===== config.mk =====
export PLATFORM = sky130hd
export DESIGN_NAME = sec_rtc
export DESIGN_NICKNAME = d
export VERILOG_FILES = /design/src/rtl/sec_rtc_pkg.sv /design/src/rtl/rtc_tick_div.sv /design/src/rtl/rtc_sec_counter.sv /design/src/rtl/rtc_irq_status.sv /design/src/rtl/sec_rtc.sv
export SDC_FILE = /design/constraint.sdc
export NUM_CORES = 1
export LEC_CHECK = 0
export BUFFER_PORTS_ARGS = -buffer_cell sky130_fd_sc_hd__buf_2
export CORE_UTILIZATION = 55
export DETAILED_ROUTE_END_ITERATION = 16
export PLACE_DENSITY = 0.81
export SKIP_LAST_GASP = 1
export SLEW_MARGIN = 0
export SYNTH_ARGS = -nofsm -noshare
export SYNTH_HDL_FRONTEND = slang
export SYNTH_SLANG_ARGS = --single-unit

===== constraint.sdc =====
create_clock -name clk -period 6.8 [get_ports clk]
set_input_delay 0.34 -clock clk [delete_from_list [all_inputs] [get_ports clk]]
set_output_delay 0.34 -clock clk [all_outputs]
set_load 0.01 [all_outputs]

===== src/rtl/sec_rtc_pkg.sv =====
package sec_rtc_pkg;
  // control register bit positions (software decodes these)
  localparam int CB_RUN   = 0;  // 0 holds counter, divider and flag cleared
  localparam int CB_EN    = 1;
  localparam int CB_WRAP  = 2;
  localparam int CB_LOAD  = 3;
  localparam int CB_SNAP  = 4;
  localparam int CB_MASK  = 5;
  localparam int CB_FORCE = 6;
  localparam int CB_CLR   = 7;
  // status bit positions
  localparam int SB_RAW = 0;
  localparam int SB_ALM = 1;
  // word indices (addr[5:2])
  localparam int RW_CTRL   = 0;
  localparam int RW_FCW_LO = 1;
  localparam int RW_FCW_HI = 2;
  localparam int RW_LD_LO  = 3;
  localparam int RW_LD_HI  = 4;
  localparam int RW_MT_LO  = 5;
  localparam int RW_MT_HI  = 6;
  localparam int RW_STAT   = 7;
  localparam int RW_CNT_LO = 8;
  localparam int RW_CNT_HI = 9;
endpackage


===== src/rtl/rtc_tick_div.sv =====
module rtc_tick_div #(
  parameter int CW = 32
) (
  input  logic          clk,
  input  logic          rst,
  input  logic          clr,
  input  logic          run,
  input  logic [CW-1:0] fcw,
  output logic          tick
);
  logic [CW-1:0] div_q;
  logic [CW-1:0] lim;

  assign lim  = (fcw == '0) ? '0 : fcw - 1'b1;
  assign tick = run && (div_q >= lim);

  always_ff @(posedge clk) begin
    if (rst || clr) begin
      div_q <= '0;
    end else if (run) begin
      div_q <= (div_q >= lim) ? '0 : div_q + 1'b1;
    end
  end
endmodule


===== src/rtl/rtc_sec_counter.sv =====
module rtc_sec_counter #(
  parameter int CW = 32
) (
  input  logic          clk,
  input  logic          rst,
  input  logic          clr,
  input  logic          tick,
  input  logic          wrap,
  input  logic          load_go,
  input  logic [CW-1:0] load_val,
  input  logic [CW-1:0] match_val,
  output logic [CW-1:0] cnt,
  output logic          hit
);
  localparam logic [CW-1:0] TOP = '1;

  logic [CW-1:0] cnt_q, cnt_d;
  logic          upd;

  always_comb begin
    upd   = 1'b0;
    cnt_d = cnt_q;
    if (load_go) begin
      upd   = 1'b1;
      cnt_d = load_val;
    end else if (tick) begin
      if (cnt_q != TOP) begin
        upd   = 1'b1;
        cnt_d = cnt_q + 1'b1;
      end else if (wrap) begin
        upd   = 1'b1;
        cnt_d = '0;
      end
    end
  end

  always_ff @(posedge clk) begin
    if (rst || clr) cnt_q <= '0;
    else            cnt_q <= cnt_d;
  end

  assign cnt = cnt_q;
  assign hit = upd && !clr && (cnt_d == match_val);
endmodule


===== src/rtl/rtc_irq_status.sv =====
module rtc_irq_status (
  input  logic clk,
  input  logic rst,
  input  logic clr_all,
  input  logic hit,
  input  logic force_go,
  input  logic clear_go,
  input  logic mask,
  output logic raw,
  output logic irq
);
  logic raw_q;

  always_ff @(posedge clk) begin
    if (rst || clr_all)       raw_q <= 1'b0;
    else if (clear_go)        raw_q <= 1'b0;
    else if (hit || force_go) raw_q <= 1'b1;
  end

  assign raw = raw_q;
  assign irq = raw_q & ~mask;
endmodule


===== src/rtl/sec_rtc.sv =====
module sec_rtc #(
  parameter int          DW      = 16,
  parameter int          AW      = 6,
  parameter logic [31:0] FCW_RST = 32'd32768
) (
  input  logic          clk,
  input  logic          rst,
  input  logic          wr_en,
  input  logic          rd_en,
  input  logic [AW-1:0] addr,
  input  logic [DW-1:0] wdata,
  output logic [DW-1:0] rdata,
  output logic          irq
);
  import sec_rtc_pkg::*;

  localparam int CW   = 2 * DW;
  localparam int SELW = AW - 2;
  localparam logic [DW-1:0] CTRL_RST = DW'((1 << CB_RUN) | (1 << CB_MASK));

  logic [DW-1:0]   ctrl_q;
  logic [CW-1:0]   fcw_q, ld_q, mt_q, snap_q;
  logic [DW-1:0]   rdata_q;
  logic [SELW-1:0] word;
  logic [CW-1:0]   cnt_w;
  logic            tick_w, hit_w, raw_w, irq_w;
  logic            soft_clr, run_w, load_go, snap_go, force_go, clear_go;
  logic [1:0]      addr_lo_unused;

  assign word           = addr[AW-1:2];
  assign addr_lo_unused = addr[1:0];

  function automatic logic wsel(input int k);
    return wr_en && (word == SELW'(k));
  endfunction

  assign soft_clr = ~ctrl_q[CB_RUN];
  assign run_w    = ctrl_q[CB_EN] & ~soft_clr;
  assign load_go  = ctrl_q[CB_LOAD] & ~soft_clr;
  assign snap_go  = ctrl_q[CB_SNAP];
  assign force_go = ctrl_q[CB_FORCE];
  assign clear_go = ctrl_q[CB_CLR];

  // control register: request bits drop one clock after they are seen
  always_ff @(posedge clk) begin
    if (rst) begin
      ctrl_q <= CTRL_RST;
    end else begin
      ctrl_q[CB_LOAD]  <= 1'b0;
      ctrl_q[CB_SNAP]  <= 1'b0;
      ctrl_q[CB_FORCE] <= 1'b0;
      ctrl_q[CB_CLR]   <= 1'b0;
      if (wsel(RW_CTRL)) ctrl_q <= wdata;
    end
  end

  // 32-bit values written as two halves
  always_ff @(posedge clk) begin
    if (rst) begin
      fcw_q <= FCW_RST;
      ld_q  <= '0;
      mt_q  <= '0;
    end else begin
      if (wsel(RW_FCW_LO)) fcw_q[DW-1:0]  <= wdata;
      if (wsel(RW_FCW_HI)) fcw_q[CW-1:DW] <= wdata;
      if (wsel(RW_LD_LO))  ld_q[DW-1:0]   <= wdata;
      if (wsel(RW_LD_HI))  ld_q[CW-1:DW]  <= wdata;
      if (wsel(RW_MT_LO))  mt_q[DW-1:0]   <= wdata;
      if (wsel(RW_MT_HI))  mt_q[CW-1:DW]  <= wdata;
    end
  end

  always_ff @(posedge clk) begin
    if (rst)          snap_q <= '0;
    else if (snap_go) snap_q <= cnt_w;
  end

  rtc_tick_div #(.CW(CW)) div_i (
    .clk(clk), .rst(rst), .clr(soft_clr), .run(run_w), .fcw(fcw_q), .tick(tick_w)
  );

  rtc_sec_counter #(.CW(CW)) cnt_i (
    .clk(clk), .rst(rst), .clr(soft_clr), .tick(tick_w), .wrap(ctrl_q[CB_WRAP]),
    .load_go(load_go), .load_val(ld_q), .match_val(mt_q), .cnt(cnt_w), .hit(hit_w)
  );

  rtc_irq_status irq_i (
    .clk(clk), .rst(rst), .clr_all(soft_clr), .hit(hit_w), .force_go(force_go),
    .clear_go(clear_go), .mask(ctrl_q[CB_MASK]), .raw(raw_w), .irq(irq_w)
  );

  // registered read data
  always_ff @(posedge clk) begin
    if (rst) begin
      rdata_q <= '0;
    end else if (rd_en) begin
      case (word)
        SELW'(RW_CTRL):   rdata_q <= ctrl_q;
        SELW'(RW_FCW_LO): rdata_q <= fcw_q[DW-1:0];
        SELW'(RW_FCW_HI): rdata_q <= fcw_q[CW-1:DW];
        SELW'(RW_LD_LO):  rdata_q <= ld_q[DW-1:0];
        SELW'(RW_LD_HI):  rdata_q <= ld_q[CW-1:DW];
        SELW'(RW_MT_LO):  rdata_q <= mt_q[DW-1:0];
        SELW'(RW_MT_HI):  rdata_q <= mt_q[CW-1:DW];
        SELW'(RW_STAT):   rdata_q <= DW'({irq_w, raw_w});
        SELW'(RW_CNT_LO): rdata_q <= snap_q[DW-1:0];
        SELW'(RW_CNT_HI): rdata_q <= snap_q[CW-1:DW];
        default:          rdata_q <= '0;
      endcase
    end
  end

  assign rdata = rdata_q;
  assign irq   = irq_w;
endmodule


### After elaboration in Yosys (flattened, before gate mapping)

Index checks and enable logic that the tools add are counted.

* $add $sub $neg: 3
* $lt $le $gt $ge: 1
* equality and inequality tests: 11
* multiplexer cells: 11
* bitwise gates (word level): 6
* reductions and logical operators: 16

Operator list (count)
* two-way mux 32 bit: 6
* case mux 16 bit (10 select lines): 1
* adder 32 x 1 -> 32 bit (second input constant): 2
* equality test 32 bit: 1
* greater-or-equal comparator 32 bit: 1
* logical NOT 32 bit: 1
* inequality test 32 bit (second input constant): 1
* subtractor 32 x 1 -> 32 bit (second input constant): 1
* equality test 4 x 3 -> 1 bit (second input constant): 4
* logical AND 1 bit: 10
* equality test 4 x 2 -> 1 bit (second input constant): 2
* equality test 4 bit (second input constant): 2
* equality test 4 x 1 -> 1 bit (second input constant): 1
* logical NOT 4 bit: 1
* two-way mux 1 bit: 4
* OR reduction 2 bit: 2
* AND 1 bit: 3
* NOT 1 bit: 3
* logical OR 1 bit: 2

* bits in registers: 225
* input bits: 26
* output and inout port bits: 17

### Logic depth before layout (Yosys ltp)

Gate-level depths: netlist (run 1).

* word-level depth: 9
* mapped depth: 24
* mapped depth without buffers: 21

### Modules after synthesis

From an unflattened synthesis (run 1), not the netlist that was laid out.

* cells, all modules: 1657
* area total of the unflattened synthesis: 13451.7 um2

By module, submodules not included
* sec_rtc: times used 1, cells an instance 802, area each 6960.4 um2
* rtc_sec_counter: times used 1, cells an instance 485, area each 3409.5 um2
* rtc_tick_div: times used 1, cells an instance 366, area each 3032.9 um2
* rtc_irq_status: times used 1, cells an instance 4, area each 48.8 um2

### Worst setup path before layout (run 1)

No wires, ideal clock.

* path type: register to register
* from: reg fcw_q[4]
* to: reg irq_i.raw_q, in the netlist irq_i.raw
* arrival: 5.278 ns
* path slack: 1.437 ns
* stages on the path, launching flop included: 25
* buffers on the path: 3
* period minus slack after synthesis: 5.363 ns
* cell sequence: dfxtp_1 clkbuf_1 or4_1 nor4_1 nor2b_1 nand3_1 inv_1 nand3_1 or4_1 nor2_1 xor2_1 nand2_1 ha_1 nand4_1 nor4_1 a221oi_1 a21oi_1 buf_2 clkbuf_1 nor3_1 nor4_1 nand4_1 nor4_1 nand4_1 o31ai_2

* cells in the longest elaborated chain, start to end: 9
* elaborated cells on any way between the ends: 13
* classes of those cells: add/sub: 1; order compare: 1; eq/ne: 1; mux: 5; reduce/logical: 5

Ends and longest elaborated chain
* start, declared: line sec_rtc.sv:22 `logic [CW-1:0] fcw_q, ld_q, mt_q, snap_q;`
* start signal, assigned by index: line sec_rtc.sv:64 `if (wsel(RW_FCW_LO)) fcw_q[DW-1:0] <= wdata;`
* start signal, assigned by index: line sec_rtc.sv:65 `if (wsel(RW_FCW_HI)) fcw_q[CW-1:DW] <= wdata;`
* subtractor 32 x 1 -> 32 bit / logical NOT 32 bit (equally long branches): line rtc_tick_div.sv:14 `assign lim = (fcw == '0) ? '0 : fcw - 1'b1;`
* two-way mux 32 bit (*): line rtc_tick_div.sv:14
* greater-or-equal comparator 32 bit (*): line rtc_tick_div.sv:15 `assign tick = run && (div_q >= lim);`
* logical AND 1 bit (*): line rtc_tick_div.sv:15
* two-way mux 32 bit / two-way mux 1 bit (equally long branches): line rtc_sec_counter.sv:26 `end else if (tick) begin`
* two-way mux 32 bit / two-way mux 1 bit (equally long branches): line rtc_sec_counter.sv:23 `if (load_go) begin`
* equality test 32 bit / logical AND 1 bit (equally long branches): line rtc_sec_counter.sv:43 `assign hit = upd && !clr && (cnt_d == match_val);`
* logical AND 1 bit (*): line rtc_sec_counter.sv:43
* logical OR 1 bit (*): line rtc_irq_status.sv:17 `else if (hit || force_go) raw_q <= 1'b1;`
* end signal, assigned: line rtc_irq_status.sv:15 `if (rst || clr_all) raw_q <= 1'b0;`
* end signal, assigned: line rtc_irq_status.sv:16 `else if (clear_go) raw_q <= 1'b0;`
* end signal, assigned: line rtc_irq_status.sv:17
* end, declared: line rtc_irq_status.sv:12 `logic raw_q;`

Every way passes the cells marked *; elsewhere a longest branch is shown, timed or not.
A chain may end at the register's enable or synchronous reset.

### Worst setup path after layout (run 1)

Ends and elaborated chain as after synthesis.

==> implementation parameters, run 1 <==
Parameter                              Value

Synthesis
  Post-synthesis sequential area ratio ... 0.338
  Cell types with the highest counts after synthesis ... nand2_1, dfxtp_1, a21oi_1, nor2_1, clkbuf_1
  Main combinational cell family by area after synthesis ... simple AND/OR/NAND/NOR gates
  Cell with the most instances after synthesis ... nand2_1
  Basic-gate share of the synthesized area counting and, or, nand and nor cells ... 0.276
  Nets in the synthesized netlist ... 1837
  Yosys synthesis warning count ... 0
  Synth Area in Adders ... 0.0338
  Total standard cell area after synthesis ... ~13000 um^2
  Number of synthesized flops with an enable pin ... 0
  Parity-gate share of the synthesized area counting xor and xnor cells ... 0.0532
  Leading post-synthesis cells by cell area ... dfxtp_1, nand2_1, a21oi_1, nor2_1, xor2_1
  Share of flip-flops with an asynchronous set or reset ... 0
  Area share of the largest cell type after synthesis ... 0.338
  Area fraction in compound gates after synthesis ... 0.220
  Number of synthesized register bits ... 225
  Portion of netlist area occupied by mux cells ... 0.0304
  Primary flip-flop cell chosen by synthesis mapping ... dfxtp_1
  Yosys top cell by area ... dfxtp_1
  Mean area per synthesized cell ... ~7.5 um^2
  Cell count after synthesis ... 1775
  Unique masters post-synth ... 85

Hold path
  Hold crit path type ... primary input to flop

Worst setup path
  Cells traversed along the worst timing path ... or4_1, nor4_1, nor2b_1, nand3_1, inv_1, nand3_1, or4_1, nor2_1, xor2_1, nand2_1, ha_1, nand4_1, nor4_1, nand2_1, a311oi_4, buf_4, o21ai_2, o211a_1, a2111o_1, a2111oi_2, nand4_1, o31ai_2
  Required @ worst endpoint ... 7.26 ns
  Maximum fanout along the worst path ... 20
  Slowest stage delay, CP ... 0.61 ns
  Critical Path Source Type ... flop
  Worst endpoint data arrival time ... 6.77 ns
  Slowest CP cell ... or4_1
  Critical path class ... flop to flop
  Setup crit end kind ... flop

Cells and area
  Count of fill cells added during filler insertion ... between 2000 and 2500
  Non-filler instance count after layout ... roughly 2100
  Area growth, synth to finish ... 8.60%
  Share of post-route cells with drive strength above 1 ... 0.0859
  Number of nets in the finished design ... 1803
  Number of antenna repair diodes ... 0

Power
  Worst vdd rail ir drop ... ~0.00025 V
  Switching Share ... 0.258
  Seq pwr share ... 0.466
  Proportion of power drawn by combinational gates ... 0.068
  Power Internal ... 2160 uW
  Reported leakage power ... 0.00514 uW
  Portion of total power attributed to the clock network ... 0.466
  NetSw ... roughly 750 uW
  Power density over the cells ... 201 nW/um^2
  Power, Total ... 2910 uW

CTS
  Clock tree from TritonCTS ... built
  Clock tree root driver cell ... clkbuf_16
  Clock network latency to the later pin of the worst-skew pair ... 0.54 ns
  Max H-tree Level ... 1
  Buffers from clock root to sink, at most ... 3
  Total setup buffers inserted after CTS ... 0
  Clock transition at the registers of the reported paths ... ~0.070 ns
  Post-CTS Resized ... 0
  CTS Sinks ... 225
  Count of hold-fix buffers inserted at cts ... 0
  Total clock buffers created by CTS ... 25

STA
  Achievable clock frequency ... 0.158 GHz
  Accumulated negative setup slack ... 0 ns
  Period utilization ... 0.928
  Final hold vios ... 0
  Pins over their slew limit ... 0
  Setup repair after global routing missed its margin ... false
  Min Clock Period, post-route ... 6.31 ns
  Worst-case clock skew ... 0.0112 ns
  Setup violators final ... 0
  Transition time at the pin with the least slew margin ... 1.23 ns
  Relative max-transition margin ... 0.182

Drt
  Routed wire length ... 52800 um
  Wire length on met2 ... roughly 22000 um
  Number of vias per cell after detailed routing ... 6.78
  DRT antenna net count ... 0
  Met3 Wirelength ... 7180 um
  Final routed wire length divided by cell count ... 25.4 um
  Drt first-iter violations ... 2110
  Max layer used ... met4
  Vias after detailed routing ... about 14000
  Drt first pass iters ... 5
  DRC errors left ... 0
  Sum of routed wire segments on met1 ... 20000 um

Outcome
  Outcome ... finished, final reports clean

Global routing
  Overflow left after global routing ... 0
  Maximum number of pins on one net before global-route repair ... 90
  Wire length of the first global-routing pass ... 78500 um
  Number of global-route vias before repair ... approximately 13000
  Number of antenna violations at the first check in global routing ... 0
  Gr usage total ... 0.423

Floorplanning
  Die height ... roughly 160 um
  Standard cell core area ... 23600 um^2
  Initial standard-cell utilization of the core ... 0.564
  Die area ... 24900 um^2
  Io pins ... 43
  Die W ... roughly 160 um
  Std cell rows ... 56

Placement
  Sum of net half-perimeters after detailed placement ... 38300 um
  RD Place Congestion ... approximately 1.1
  IO Port Bufs ... 40
  Placed Cells incl. Taps ... between 2000 and 2500

Flow run
  Max cap viols ... 0
[metrics by stage]
step	hold slack [ns]	area, um^2	utilization	setup WS (ns)
after floorplan	0.436	13300	-	1.44
after global placement	0.444	13700	0.578	0.620
after detailed placement	0.447	13700	0.578	0.561
after CTS	0.116	14500	0.612	0.518
after global routing	0.139	14500	0.613	0.0109
final	0.126	14500	0.613	0.489
[power groups by stage]
stage	sequential (uW)	clock [uW]	combinational, uW
global placement	1380	0	185
CTS	1350	1340	190
detailed placement	1380	0	188
finish	1350	1360	197
global route	1350	1400	208
floorplan	1370	0	125
[final cells by class]
type                       count  area (um^2)  share of cell area
multi-input combinational   1391         8210               0.567
clock buffer                  31          698              0.0483
inverter                      27          101             0.00700
clock inverter                13          106             0.00735
timing repair buffer          71          448              0.0310
sequential                   225         4510               0.311
tap                          319          399              0.0276
[critical path, delay by kind of cell, from the launching register on]
family / cells / cell delay [ns]
simple gates: 12 / 3.22
compound gates: 6 / 1.68
buf+inv: 2 / 0.45
flops: 1 / 0.38
fa+ha+maj: 1 / 0.32
xor+xnor: 1 / 0.15
[routing by layer]
metal | vias to the layer above | track usage
li1 | 6283 | -
met1 | 6531 | 0.558
met2 | 1059 | 0.634
met3 | 202 | 0.100
met4 | 0 | 0.237
met5 | - | 0
[path summary, 6_finish.rpt]
kind         depth (start not counted)  slack [ns]  startpoint         end
max reg2reg                         22        0.49    fcw_q[4]   irq_i.raw
min reg2reg                          2        0.46  ctrl_q[13]  ctrl_q[13]
min                                  3        0.13   wdata[10]   fcw_q[26]
max                                 22        0.49    fcw_q[4]   irq_i.raw
[kinds of logic (layout without fill, tap and decap cells)]
kind of cell | after synthesis | count (layout)
AO/OA/AOI/OAI | 447 | 447
XOR/XNOR | 81 | 81
adder cells (fa/ha/maj) | 36 | 36
buffers and inverters | 159 | 142
flip-flops | 225 | 225
multiplexers | 40 | 40
AND/OR/NAND/NOR | 787 | 787
[cell usage in the layout, fill, tap and decap left out, types with 12 or more instances in the layout]
master and n:
a211oi_1 19, a21oi_1 173, a222oi_1 12, a22o_1 13, a22oi_1 39, and2_1 16
and3_1 17, buf_2 39, buf_4 31, clkbuf_16 25, dfxtp_1 224, ha_1 36
inv_1 27, mux2i_1 36, nand2_1 330, nand2b_1 33, nand3_1 53, nand4_1 29
nor2_1 155, nor2b_1 12, nor3_1 44, nor4_1 29, o211ai_1 12, o21ai_0 77
xnor2_1 29, xor2_1 52
[registers in the layout, indices dropped and copies added (netlist names), 16 cells and up]
register and flops:
cnt_i.cnt 32, div_i.div_q 32, fcw_q 32, ld_q 32, mt_q 32, snap_q 32, ctrl_q 16, rdata 16
(Power assumes the default switching activity.)
==> inputs of run 2 (changes only) <==
- SKIP_LAST_GASP: 1 -> default
- SYNTH_HIERARCHICAL: default -> 1
==> run 2 against run 1 <==
  * Synthesized cell count fell by 6.6%
  * Count of clock-buffer cells in the layout is 5 higher
  * Sequential share of layout area fell by 0.28 points
  * Wire length decreased by 7.8%
  * Largest power group is now sequential cells
  * Core utilization increased by 0.20 points
  * Die area increased by 0.95%
  * Synthesized area up 0.97%
  * Setup slack got worse by 0.26 ns
  * Sequential power about the same
  * Non-clock buffer count unchanged
  * Largest cell class unchanged
  * Global-route usage decreased by 3.4 points
  * Highest routed layer is now met5
==> implementation parameters, run 2 <==
Parameter                              Value

Outcome
  Outcome ... finished, final reports clean

Synthesis
  Yosys synthesis warning count ... 6
  Area share of the largest cell type after synthesis ... 0.335
  Cell types with the highest counts after synthesis ... nand2_1, dfxtp_1, a21oi_1, nor2_1, mux2i_1
  Cell count after synthesis ... 1657
  Nets in the synthesized netlist ... 1719
  Leading post-synthesis cells by cell area ... dfxtp_1, nand2_1, mux2i_1, a21oi_1, nor2_1
  Mean area per synthesized cell ... 8.12 um^2
  Yosys top cell by area ... dfxtp_1
  Primary flip-flop cell chosen by synthesis mapping ... dfxtp_1
  Share of flip-flops with an asynchronous set or reset ... 0
  Unique masters post-synth ... 98
  Cell with the most instances after synthesis ... nand2_1
  Number of synthesized flops with an enable pin ... 0
  Total standard cell area after synthesis ... 13500 um^2
  Number of synthesized register bits ... roughly 230
  Post-synthesis sequential area ratio ... 0.335

STA
  Accumulated negative setup slack ... 0 ns
  Relative max-transition margin ... 0.166
  Transition time at the pin with the least slew margin ... 1.24 ns
  Setup repair after global routing missed its margin ... false
  Final hold vios ... 0
  Pins over their slew limit ... 0
  Period utilization ... 0.967
  Worst-case clock skew ... between 0.007 and 0.008 ns
  Achievable clock frequency ... 0.152 GHz
  Min Clock Period, post-route ... 6.58 ns
  Setup violators final ... 0

CTS
  Post-CTS Resized ... 0
  Clock tree root driver cell ... clkbuf_16
  Clock tree from TritonCTS ... built
  Clock transition at the registers of the reported paths ... around 0.06 ns
  Total setup buffers inserted after CTS ... 0
  CTS Sinks ... 225
  Count of hold-fix buffers inserted at cts ... 0
  Clock network latency to the later pin of the worst-skew pair ... 0.53 ns
  Buffers from clock root to sink, at most ... 3
  Total clock buffers created by CTS ... 25
  Max H-tree Level ... 1

Cells and area
  Share of post-route cells with drive strength above 1 ... 0.103
  Number of nets in the finished design ... about 1700
  Count of fill cells added during filler insertion ... 2101
  Area growth, synth to finish ... 8.55%
  Most common library cell in the layout ignoring fill and taps ... nand2_1
  Core utilization of the finished layout ... 0.615
  Commonest cells after routing, fill and taps aside ... nand2_1, dfxtp_1, a21oi_1
  Non-filler instance count after layout ... ~2000

Floorplanning
  Initial standard-cell utilization of the core ... 0.566
  Die area ... between 20000 and 30000 um^2
  Die W ... 158 um
  Standard cell core area ... roughly 24000 um^2
  Std cell rows ... 56
  Die height ... 158 um
  Io pins ... 43

Global routing
  Overflow left after global routing ... 0
  Number of global-route vias before repair ... around 12000
  Wire length of the first global-routing pass ... 72100 um
  Number of antenna violations at the first check in global routing ... 4
  Maximum number of pins on one net before global-route repair ... 106
  Gr usage total ... 0.389

Worst setup path
  Critical Path Source Type ... flop
  Worst endpoint data arrival time ... 7.02 ns
  Required @ worst endpoint ... between 7 and 8 ns
  Maximum fanout along the worst path ... 17
  Setup crit end kind ... flop
  Critical path class ... flop to flop

Power
  Switching Share ... 0.253
  Power density over the cells ... 199 nW/um^2
  Portion of total power attributed to the clock network ... 0.460
  Worst vdd rail ir drop ... 0.000207 V
  NetSw ... 735 uW
  Reported leakage power ... 0.00517 uW
  Power Internal ... between 2000 and 2500 uW
  Seq pwr share ... 0.465
  Proportion of power drawn by combinational gates ... 0.075
  Power, Total ... around 2900 uW

Placement
  Sum of net half-perimeters after detailed placement ... 35600 um
  RD Place Congestion ... just over 1
  IO Port Bufs ... 40
  Placed Cells incl. Taps ... 1949

Drt
  Number of vias per cell after detailed routing ... around 6.7
  Drt first pass iters ... 6
  Drt first-iter violations ... 2050
  DRT antenna net count ... 0
  DRC errors left ... 0
  Vias after detailed routing ... ~13000
  Final routed wire length divided by cell count ... 24.4 um
  Routed wire length ... 48600 um

Flow run
  Max cap viols ... 0

Hold path
  Hold crit path type ... primary input to flop
run 2: cell type report:
cell class,count,area [um^2],share of cell area
Antenna cell,2,5.00,0.000343
Inverter,29,109,0.00745
Tap cell,319,399,0.0273
Sequential cell,225,4510,0.309
Clock buffer,36,717,0.0491
Timing Repair Buffer,71,442,0.0302
Clock inverter,9,82.6,0.00566
Multi-Input combinational cell,1305,8340,0.571
run 2: per-layer routing:
layer  routed length (um)  global-route usage  up-vias
li1                     -                   -     5964
met2                19800               0.563      913
met5                   13                   0        -
met4                 2120               0.146        2
met3                 6960               0.131      181
met1                19700               0.531     6245
run 2: final timing paths:
check	slack, ns	from	cells after the start	to
max reg2reg	0.22	fcw_q[17]	23	irq_i/raw
min reg2reg	0.43	ctrl_q[7]	1	irq_i/raw
min	0.14	wdata[7]	3	mt_q[7]
max	0.22	fcw_q[17]	23	irq_i/raw
run 2: logic make-up after synthesis:
logic type | after synthesis | share of synthesized area
AND/OR/NAND/NOR | 760 | 0.290
AO/OA/AOI/OAI | 314 | 0.157
flip-flops | 225 | 0.335
buffers and inverters | 127 | 0.0456
multiplexers | 109 | 0.0835
XOR/XNOR | 86 | 0.0560
adder cells (fa/ha/maj) | 36 | 0.0335
run 2: critical path: stages (launching register included):
cell	delay [ns]
dfxtp_1	0.35
or4_4	0.56
or4_4	0.48
nor3_4	0.26
nand4_4	0.29
and2_1	0.27
ha_1	0.26
nand2b_1	0.10
a2111oi_0	0.13
or4b_1	0.58
a311oi_2	0.34
o21a_4	0.20
clkinv_1	0.15
nor2_1	0.23
buf_4	0.18
nand4_1	0.13
mux2_2	0.30
o22ai_1	0.08
nor4_2	0.32
nand4_1	0.18
or4_1	0.60
nor4_2	0.28
nor3_2	0.08
nor4_2	0.12
run 2: power groups by stage:
| stage | Clock [uW] | Combinational [uW] | Sequential [uW] |
|---|---|---|---|
| finish | 1340 | 218 | 1350 |
| CTS | 1340 | 210 | 1350 |
| global route | 1400 | 231 | 1350 |
| global placement | 0 | 204 | 1380 |
| floorplan | 0 | 151 | 1370 |
| detailed placement | 0 | 209 | 1380 |
run 2: per-stage QoR:
stage	cell area, um^2	setup WS (ns)	hold WS (ns)
after CTS	14600	0.299	0.126
after global placement	13800	0.446	0.420
after detailed placement	13800	0.353	0.423
after global routing	14600	0.0116	0.148
final	14600	0.225	0.139
after floorplan	13500	0.555	0.412
